## src/rtl/cbus_dma_pkg.sv

```systemverilog
package cbus_dma_pkg;

    typedef enum logic {
        DIR_TO_CART = 1'b0,
        DIR_TO_DRAM = 1'b1
    } xfer_dir_e;

    localparam logic [4:0] OFS_DRAM_ADDR = 5'h00;
    localparam logic [4:0] OFS_CART_ADDR = 5'h04;
    localparam logic [4:0] OFS_GO_CART   = 5'h08;
    localparam logic [4:0] OFS_GO_DRAM   = 5'h0C;
    localparam logic [4:0] OFS_STATUS    = 5'h10;

    localparam logic [31:0] LEN_READ_VALUE = 32'h0000_007F;

endpackage

```

## src/rtl/cbus_dma_remap.sv

```systemverilog
module cbus_dma_remap #(
    parameter logic [31:0] SAVE_BASE   = 32'h0800_0000,
    parameter logic [31:0] SAVE_END    = 32'h0801_0000,
    parameter int          SAVE_KEEP_W = 20
) (
    input  logic        en_i,
    input  logic [31:0] addr_i,
    output logic [31:0] addr_o
);
    logic        hit;
    logic [31:0] doubled;

    always_comb begin
        hit     = en_i && (addr_i >= SAVE_BASE) && (addr_i < SAVE_END);
        doubled = 32'(addr_i[SAVE_KEEP_W-1:0]) << 1;
        addr_o  = hit ? (SAVE_BASE | doubled) : addr_i;
    end
endmodule

```

## src/rtl/cbus_dma_post.sv

```systemverilog
module cbus_dma_post #(
    parameter int DW    = 24,
    parameter int CW    = 32,
    parameter int LW    = 25,
    parameter int BURST = 128,
    parameter int ROW   = 2048,
    parameter int ALIGN = 8
) (
    input  logic [DW-1:0] dram_i,
    input  logic [CW-1:0] cart_i,
    input  logic [LW-1:0] count_i,
    output logic [DW-1:0] dram_o,
    output logic [CW-1:0] cart_o
);
    localparam int ROW_W = $clog2(ROW);
    localparam int AL_W  = $clog2(ALIGN);
    localparam int BK_W  = ROW_W + 1;
    localparam int SW    = ((LW > DW) ? LW : DW) + 2;

    logic [BK_W-1:0] row_left;
    logic [BK_W-1:0] burst_left;
    logic [BK_W-1:0] block;
    logic [LW-1:0]   cur;
    logic [LW-1:0]   cur_even;
    logic [SW-1:0]   sum;

    always_comb begin
        row_left   = BK_W'(ROW) - BK_W'(dram_i[ROW_W-1:0]);
        burst_left = BK_W'(BURST) - BK_W'(dram_i[AL_W-1:0]);
        block      = (burst_left < row_left) ? burst_left : row_left;
        cur        = (count_i < LW'(block)) ? count_i : LW'(block);
        cur_even   = cur + LW'(cur[0]);
        cart_o     = cart_i + CW'(cur_even);
        sum        = SW'(dram_i) + SW'(count_i) + SW'(ALIGN - 1);
        dram_o     = sum[DW-1:0] & ~DW'(ALIGN - 1);
    end
endmodule

```

## src/rtl/cbus_dma_seq.sv

```systemverilog
module cbus_dma_seq
    import cbus_dma_pkg::*;
#(
    parameter int DW         = 24,
    parameter int CW         = 32,
    parameter int LW         = 25,
    parameter int DRAM_BYTES = 4194304
) (
    input  logic          clk,
    input  logic          rst_n,
    input  logic          start_i,
    input  xfer_dir_e     dir_i,
    input  logic [DW-1:0] dbase_i,
    input  logic [CW-1:0] cbase_i,
    input  logic [LW-1:0] count_i,
    output logic          busy_o,
    output logic          last_o,
    output logic          done_o,
    output logic [DW-1:0] dram_addr_o,
    output logic          dram_rd_o,
    input  logic [7:0]    dram_rdata_i,
    output logic          dram_wr_o,
    output logic [7:0]    dram_wdata_o,
    output logic [CW-1:0] cart_addr_o,
    output logic          cart_rd_o,
    input  logic [7:0]    cart_rdata_i,
    output logic          cart_wr_o,
    output logic [7:0]    cart_wdata_o
);
    localparam logic [DW:0] DRAM_LIMIT = (DW+1)'(DRAM_BYTES);

    typedef struct packed {
        logic          busy;
        xfer_dir_e     dir;
        logic [DW-1:0] dbase;
        logic [CW-1:0] cbase;
        logic [LW-1:0] count;
        logic [LW-1:0] rd_idx;
        logic          wv;
        logic [LW-1:0] widx;
        logic          done;
    } seq_state_t;

    seq_state_t s_q, s_d;

    logic          rd_go;
    logic          last;
    logic [DW-1:0] rd_daddr;
    logic [DW-1:0] wr_daddr;
    logic          rd_in;
    logic          wr_in;

    always_comb begin
        rd_go    = s_q.busy && (s_q.rd_idx < s_q.count);
        last     = s_q.wv && (s_q.widx == s_q.count - LW'(1));
        rd_daddr = s_q.dbase + DW'(s_q.rd_idx);
        wr_daddr = s_q.dbase + DW'(s_q.widx);
        rd_in    = {1'b0, rd_daddr} < DRAM_LIMIT;
        wr_in    = {1'b0, wr_daddr} < DRAM_LIMIT;

        dram_rd_o    = 1'b0;
        dram_wr_o    = 1'b0;
        cart_rd_o    = 1'b0;
        cart_wr_o    = 1'b0;
        dram_wdata_o = cart_rdata_i;
        cart_wdata_o = wr_in ? dram_rdata_i : 8'h00;
        if (s_q.dir == DIR_TO_CART) begin
            dram_addr_o = rd_daddr;
            cart_addr_o = s_q.cbase + CW'(s_q.widx);
            dram_rd_o   = rd_go && rd_in;
            cart_wr_o   = s_q.wv;
        end else begin
            dram_addr_o = wr_daddr;
            cart_addr_o = s_q.cbase + CW'(s_q.rd_idx);
            cart_rd_o   = rd_go;
            dram_wr_o   = s_q.wv && wr_in;
        end

        s_d      = s_q;
        s_d.done = 1'b0;
        if (rd_go) begin
            s_d.rd_idx = s_q.rd_idx + LW'(1);
            s_d.wv     = 1'b1;
            s_d.widx   = s_q.rd_idx;
        end else begin
            s_d.wv = 1'b0;
        end
        if (last) begin
            s_d.busy = 1'b0;
            s_d.done = 1'b1;
        end
        if (start_i && !s_q.busy) begin
            s_d.busy   = 1'b1;
            s_d.dir    = dir_i;
            s_d.dbase  = dbase_i;
            s_d.cbase  = cbase_i;
            s_d.count  = count_i;
            s_d.rd_idx = '0;
            s_d.wv     = 1'b0;
            s_d.widx   = '0;
        end
    end

    always_ff @(posedge clk) begin
        if (!rst_n) s_q <= '0;
        else        s_q <= s_d;
    end

    assign busy_o = s_q.busy;
    assign last_o = last;
    assign done_o = s_q.done;

    a_r6_done_one_cycle: assert property (@(posedge clk) disable iff (!rst_n)
        s_q.done |=> !s_q.done);
    a_r6_busy_fall_done: assert property (@(posedge clk) disable iff (!rst_n)
        $fell(s_q.busy) |-> s_q.done);
    a_r7_count_held: assert property (@(posedge clk) disable iff (!rst_n)
        (s_q.busy && $past(s_q.busy)) |-> $stable(s_q.count));
    a_r4_write_needs_busy: assert property (@(posedge clk) disable iff (!rst_n)
        (cart_wr_o || dram_wr_o) |-> $past(s_q.busy));
    a_r10_dram_wr_in_range: assert property (@(posedge clk) disable iff (!rst_n)
        dram_wr_o |-> ({1'b0, dram_addr_o} < DRAM_LIMIT));
endmodule

```

## src/rtl/cbus_dma.sv

```systemverilog
module cbus_dma
    import cbus_dma_pkg::*;
#(
    parameter int          DRAM_AW     = 24,
    parameter int          LEN_FW      = 24,
    parameter int          DRAM_BYTES  = 4194304,
    parameter int          BURST       = 128,
    parameter int          ROW         = 2048,
    parameter int          ALIGN       = 8,
    parameter logic [31:0] SAVE_BASE   = 32'h0800_0000,
    parameter logic [31:0] SAVE_END    = 32'h0801_0000,
    parameter int          SAVE_KEEP_W = 20
) (
    input  logic               clk,
    input  logic               rst_n,
    input  logic               save_flash_en,
    input  logic               reg_wr,
    input  logic [4:0]         reg_addr,
    input  logic [31:0]        reg_wdata,
    output logic [31:0]        reg_rdata,
    output logic               irq_done,
    output logic [DRAM_AW-1:0] dram_addr,
    output logic               dram_rd,
    input  logic [7:0]         dram_rdata,
    output logic               dram_wr,
    output logic [7:0]         dram_wdata,
    output logic [31:0]        cart_addr,
    output logic               cart_rd,
    input  logic [7:0]         cart_rdata,
    output logic               cart_wr,
    output logic [7:0]         cart_wdata
);
    localparam int DW   = DRAM_AW;
    localparam int LW   = LEN_FW + 1;
    localparam int AL_W = $clog2(ALIGN);
    localparam logic [DW-1:0] DRAM_KEEP = ~DW'(1);
    localparam logic [31:0]   CART_KEEP = ~32'(1);

    typedef struct packed {
        logic [DW-1:0] dram;
        logic [31:0]   cart;
        logic [DW-1:0] pend_dram;
        logic [31:0]   pend_cart;
    } regs_t;

    regs_t r_q, r_d;

    logic          go_cart;
    logic          go_dram;
    logic          start_ok;
    logic [LW-1:0] count;
    logic [31:0]   cart_remapped;
    logic [31:0]   cart_start;
    logic [DW-1:0] post_dram;
    logic [31:0]   post_cart;
    logic          seq_busy;
    logic          seq_last;
    xfer_dir_e     dir;

    cbus_dma_remap #(
        .SAVE_BASE  (SAVE_BASE),
        .SAVE_END   (SAVE_END),
        .SAVE_KEEP_W(SAVE_KEEP_W)
    ) remap_i (
        .en_i  (save_flash_en),
        .addr_i(r_q.cart),
        .addr_o(cart_remapped)
    );

    cbus_dma_post #(
        .DW   (DW),
        .CW   (32),
        .LW   (LW),
        .BURST(BURST),
        .ROW  (ROW),
        .ALIGN(ALIGN)
    ) post_i (
        .dram_i (r_q.dram),
        .cart_i (cart_start),
        .count_i(count),
        .dram_o (post_dram),
        .cart_o (post_cart)
    );

    cbus_dma_seq #(
        .DW        (DW),
        .CW        (32),
        .LW        (LW),
        .DRAM_BYTES(DRAM_BYTES)
    ) seq_i (
        .clk         (clk),
        .rst_n       (rst_n),
        .start_i     (start_ok),
        .dir_i       (dir),
        .dbase_i     (r_q.dram),
        .cbase_i     (cart_start),
        .count_i     (count),
        .busy_o      (seq_busy),
        .last_o      (seq_last),
        .done_o      (irq_done),
        .dram_addr_o (dram_addr),
        .dram_rd_o   (dram_rd),
        .dram_rdata_i(dram_rdata),
        .dram_wr_o   (dram_wr),
        .dram_wdata_o(dram_wdata),
        .cart_addr_o (cart_addr),
        .cart_rd_o   (cart_rd),
        .cart_rdata_i(cart_rdata),
        .cart_wr_o   (cart_wr),
        .cart_wdata_o(cart_wdata)
    );

    always_comb begin
        go_cart    = reg_wr && (reg_addr == OFS_GO_CART);
        go_dram    = reg_wr && (reg_addr == OFS_GO_DRAM);
        start_ok   = (go_cart || go_dram) && !seq_busy;
        dir        = go_dram ? DIR_TO_DRAM : DIR_TO_CART;
        count      = LW'(reg_wdata[LEN_FW-1:0]) + LW'(1);
        cart_start = go_dram ? cart_remapped : r_q.cart;

        r_d = r_q;
        if (reg_wr && reg_addr == OFS_DRAM_ADDR) r_d.dram = reg_wdata[DW-1:0] & DRAM_KEEP;
        if (reg_wr && reg_addr == OFS_CART_ADDR) r_d.cart = reg_wdata & CART_KEEP;
        if (start_ok) begin
            r_d.cart      = cart_start;
            r_d.pend_dram = post_dram;
            r_d.pend_cart = post_cart;
        end
        if (seq_last) begin
            r_d.dram = r_q.pend_dram;
            r_d.cart = r_q.pend_cart;
        end

        case (reg_addr)
            OFS_DRAM_ADDR: reg_rdata = 32'(r_q.dram);
            OFS_CART_ADDR: reg_rdata = r_q.cart;
            OFS_GO_CART:   reg_rdata = LEN_READ_VALUE;
            OFS_GO_DRAM:   reg_rdata = LEN_READ_VALUE;
            OFS_STATUS:    reg_rdata = {31'b0, seq_busy};
            default:       reg_rdata = 32'b0;
        endcase
    end

    always_ff @(posedge clk) begin
        if (!rst_n) r_q <= '0;
        else        r_q <= r_d;
    end

    a_r1_dram_even: assert property (@(posedge clk) disable iff (!rst_n)
        r_q.dram[0] == 1'b0);
    a_r2_cart_even: assert property (@(posedge clk) disable iff (!rst_n)
        r_q.cart[0] == 1'b0);
    a_r8_aligned_at_irq: assert property (@(posedge clk) disable iff (!rst_n)
        irq_done |-> (r_q.dram[AL_W-1:0] == '0));
    a_r7_pending_kept: assert property (@(posedge clk) disable iff (!rst_n)
        (seq_busy && (go_cart || go_dram)) |=> $stable(r_q.pend_cart) && $stable(r_q.pend_dram));
endmodule

```

## config.mk

```make
export PLATFORM = sky130hd
export DESIGN_NAME = cbus_dma
export DESIGN_NICKNAME = d
export VERILOG_FILES = /design/src/rtl/cbus_dma_pkg.sv /design/src/rtl/cbus_dma_remap.sv /design/src/rtl/cbus_dma_post.sv /design/src/rtl/cbus_dma_seq.sv /design/src/rtl/cbus_dma.sv
export SDC_FILE = /design/constraint.sdc
export NUM_CORES = 1
export LEC_CHECK = 0
export ABC_AREA = 1
export BUFFER_PORTS_ARGS = -buffer_cell sky130_fd_sc_hd__clkbuf_2
export CORE_UTILIZATION = 55
export DETAILED_ROUTE_END_ITERATION = 7
export HOLD_SLACK_MARGIN = 0.08
export MAX_ROUTING_LAYER = met4
export PLACE_DENSITY = 0.71
export SETUP_SLACK_MARGIN = 0.1
export SYNTH_ARGS = -nofsm -noshare
export SYNTH_HDL_FRONTEND = slang
export SYNTH_SLANG_ARGS = --single-unit
```

## constraint.sdc

```tcl
create_clock -name clk -period 6.5 [get_ports clk]
set_input_delay 0.975 -clock clk [delete_from_list [all_inputs] [get_ports clk]]
set_output_delay 0.975 -clock clk [all_outputs]
set_load 0.1 [all_outputs]
```

==> run_results.csv <==
group,metric,value,unit
sta,final_hold_viol_count,0,
logic_synthesis,synth.top_cell.area_share,0.237,
place,place_hpwl,60100,um
logic_synthesis,synthFlopType,"dfxtp_1",
die,fp-row-count,70,
logic_synthesis,synthTopCellsByCount,"670 x nand2_1, 434 x inv_1, 384 x nor2_1",
critical_path,cp-start-kind,"flip-flop",
global_routing,antenna_found_initial,3,
detailed_routing,ant_nets,0,
run,max_cap_viol_count,0,
die,ios,166,
logic_synthesis,synth-edff-count,0,
detailed_routing,top_layer_used,"met4",
sta,slew_viol_final,0,
global_routing,grt_usage,0.405,
detailed_routing,route.detailed.drc,0,
die,die_w,194,um
power_and_ir_drop,p_per_area,172,nW/um^2
logic_synthesis,ys_warn_count,0,
power_and_ir_drop,finalPower,0.00390,W
logic_synthesis,synth_area_leader_cell,"dfxtp_1",
die,core_area,36500,um^2
logic_synthesis,synth_area_leaders,"dfxtp_1 24%, nand2_1 12%, ha_1 11%, o21ai_0 8.5%, inv_1 8.0%",
finish,area_delta_synth_final,11.4,%
clock_tree,ctsRootBufferMaster,"clkbuf_16",
clock_tree,cts_tree,"done",
finish,final_cells,3835,
detailed_routing,routedWlPerCell,19.9,um
critical_path,critPathRequiredTime,6.97,ns
sta,relSlewSlack,0.288,
sta,finalCritPeriodShare,0.919,
sta,finalWorstSetupSlack,0.525,ns
die,initial_core_util,0.556,
logic_synthesis,synth_area_per_cell,6.28,um^2
global_routing,grt_pass1_vias,20800,
min_path,min-delay-start,"r_q[35]",
logic_synthesis,synthesis.area,20300,um^2
die,dieArea,37700,um^2
place,io_buffer_count,149,
sta,rsz0062_at_grt,"false",
critical_path,rr_worst_depth,37,
detailed_routing,wl_met3,6430,um
sta,fin_crit,5.97,ns
critical_path,slowest_stage,"fa_1",
clock_tree,cts_max_level,1,
min_path,min_to,"r_q[35]",
clock_tree,clock-sinks,241,
global_routing,grt_overflow,0,
global_routing,grt_pass1_wl,116000,um
detailed_routing,vias,22700,
logic_synthesis,synth_async_sr_flop_share,0,
sta,fin_tns_setup,0,ns
critical_path,crit_top_cell,"nand2_1",
clock_tree,clockBufferDepth,3,
critical_path,timing.reg2reg.setup_slack,0.53,ns
logic_synthesis,synth_cell_types,59,
logic_synthesis,syn_inst,3235,
sta,finalClockSkew,0.0224,ns
detailed_routing,wl_met2,33600,um
detailed_routing,drt_pass1_iterations,6,
critical_path,crit_type,"reg2reg",
finish,final_nets,3586,
min_path,whs_path_depth,2,
clock_tree,cts_buffers,28,
run_status,status,"completed",
place,dp.cells,3781,
detailed_routing,avgViaCountPerCell,5.91,
detailed_routing,drtIter0Drc,2113,
min_path,min_path_type,"reg2reg",
place,gp_congestion,1.04,
critical_path,cp_max_fo,10,
power_and_ir_drop,irDropWorstVdd,232,uV
detailed_routing,drt-total-wl,76300,um
sta,finalSetupViolCount,0,
detailed_routing,wl_met1,31600,um
critical_path,worstReg2RegStart,"r_q[89]",
global_routing,grt_start_max_net_pins,79,
die,die_h,194,um
logic_synthesis,ys_seq_area_frac,0.237,
logic_synthesis,yosysMostFrequentCell,"nand2_1",
finish,fill_cells,3533,
clock_tree,insertion_delay,0.58,ns
sta,worst_pin_slew,1.07,ns
finish,layout-drive-gt1-share,0.0939,
power_and_ir_drop,p_leak,11.1,nW
place,preCtsSetupSlack,0.0553,ns
critical_path,max_stage_delay,0.41,ns
critical_path,cp.arrival,6.45,ns
critical_path,r2r-end,"r_q[19]",
clock_tree,clk_pin_slew_worst_paths,0.06,ns
sta,max_freq,167,MHz
critical_path,end_kind,"flip-flop",
logic_synthesis,ys_ff_latch,241,
==> sequential cells by signal, indices dropped and copies added, names as in the netlist <==
register,flops
r_q,107
seq_i.busy_o,1
seq_i.done_o,1
seq_i.s_q,132
==> worst max path at each step <==
| stage | to | startpoint | slack [ns] | cells after the start |
|---|---|---|---|---|
| after global placement | r_q[19] | r_q[89] | 0.29 | 39 |
| after global routing | r_q[29] | r_q[89] | 0.11 | 43 |
| final | r_q[19] | r_q[89] | 0.53 | 37 |
| after detailed placement | r_q[19] | r_q[89] | 0.06 | 39 |
| after CTS | r_q[17] | r_q[89] | 0.11 | 38 |
| after floorplan | r_q[19] | r_q[89] | 1.00 | 39 |
==> logic make-up after synthesis <==
logic type / Yosys count / synth area share
multiplexers: 1 / 0.000493
AO/OA/AOI/OAI: 777 / 0.209
XOR/XNOR: 117 / 0.0504
other: 2 / 0.000370
adder cells (fa/ha/maj): 185 / 0.115
AND/OR/NAND/NOR: 1348 / 0.279
buffers and inverters: 564 / 0.108
flip-flops: 241 / 0.237
==> power breakdown <==
group	internal, W	total (W)	switching [W]
clock network	0.00114	0.00183	0.000692
registers	0.00150	0.00151	0.0000158
logic	0.000154	0.000555	0.000401
total	0.00279	0.00390	0.00111
==> area by class of cell <==
cell class / count / area, um^2 / area share
inverter: 449 / 1690 / 0.0745
timing repair buffer: 179 / 971 / 0.0429
clock inverter: 14 / 269 / 0.0119
multi-input combinational: 2445 / 13500 / 0.596
clock buffer: 37 / 795 / 0.0351
sequential: 241 / 4830 / 0.213
tap: 468 / 586 / 0.0259
antenna: 2 / 5.00 / 0.000221
==> per-layer routing <==
metal / up-vias / track usage
met3: 232 / 0.0431
li1: 10900 / -
met4: 0 / 0.220
met1: 10500 / 0.511
met5: - / -
met2: 1122 / 0.636
==> placed cells by master, fill, tap and decap left out, types with 28 or more instances in the layout <==
master / netlist / routed
nor2_1: 384 / 381
nand4_1: 35 / 35
xor2_1: 83 / 82
o22ai_1: 37 / 37
nand3_1: 138 / 136
nand2_1: 670 / 668
inv_1: 434 / 433
clkbuf_2: 0 / 148
dfxtp_1: 241 / 239
ha_1: 181 / 176
a21oi_1: 263 / 259
o21ai_0: 346 / 339
clkbuf_16: 0 / 28
nor3_1: 45 / 45
buf_4: 11 / 30
xnor2_1: 34 / 34
==> timing repair <==
item                                    in CTS  in global routing
buffers inserted                             0                  1
resized for setup                            1                 30
pin swaps                                    0                  3
gates cloned                                 0                  0
hold buffers                                 0                  0
endpoints found under the setup margin       1                 21
hold endpoints to repair                     0                  0
==> critical path: cells and delay by family, from the launching register on <==
| kind | cells | cell delay (ns) |
|---|---|---|
| AO/OA/AOI/OAI | 11 | 1.69 |
| XOR/XNOR | 1 | 0.23 |
| adder cells (fa/ha/maj) | 5 | 1.49 |
| buffers and inverters | 4 | 0.43 |
| flip-flops | 1 | 0.38 |
| AND/OR/NAND/NOR | 16 | 1.65 |
==> through the flow <==
step | cell area, um^2 | utilization | hold slack, ns
after floorplan | 20400 | - | 0.429
after global placement | 21400 | 0.587 | 0.441
after detailed placement | 21400 | 0.587 | 0.448
after CTS | 22500 | 0.616 | 0.464
after global routing | 22600 | 0.620 | 0.491
final | 22600 | 0.620 | 0.470
Power figures use the tool's default switching activity.
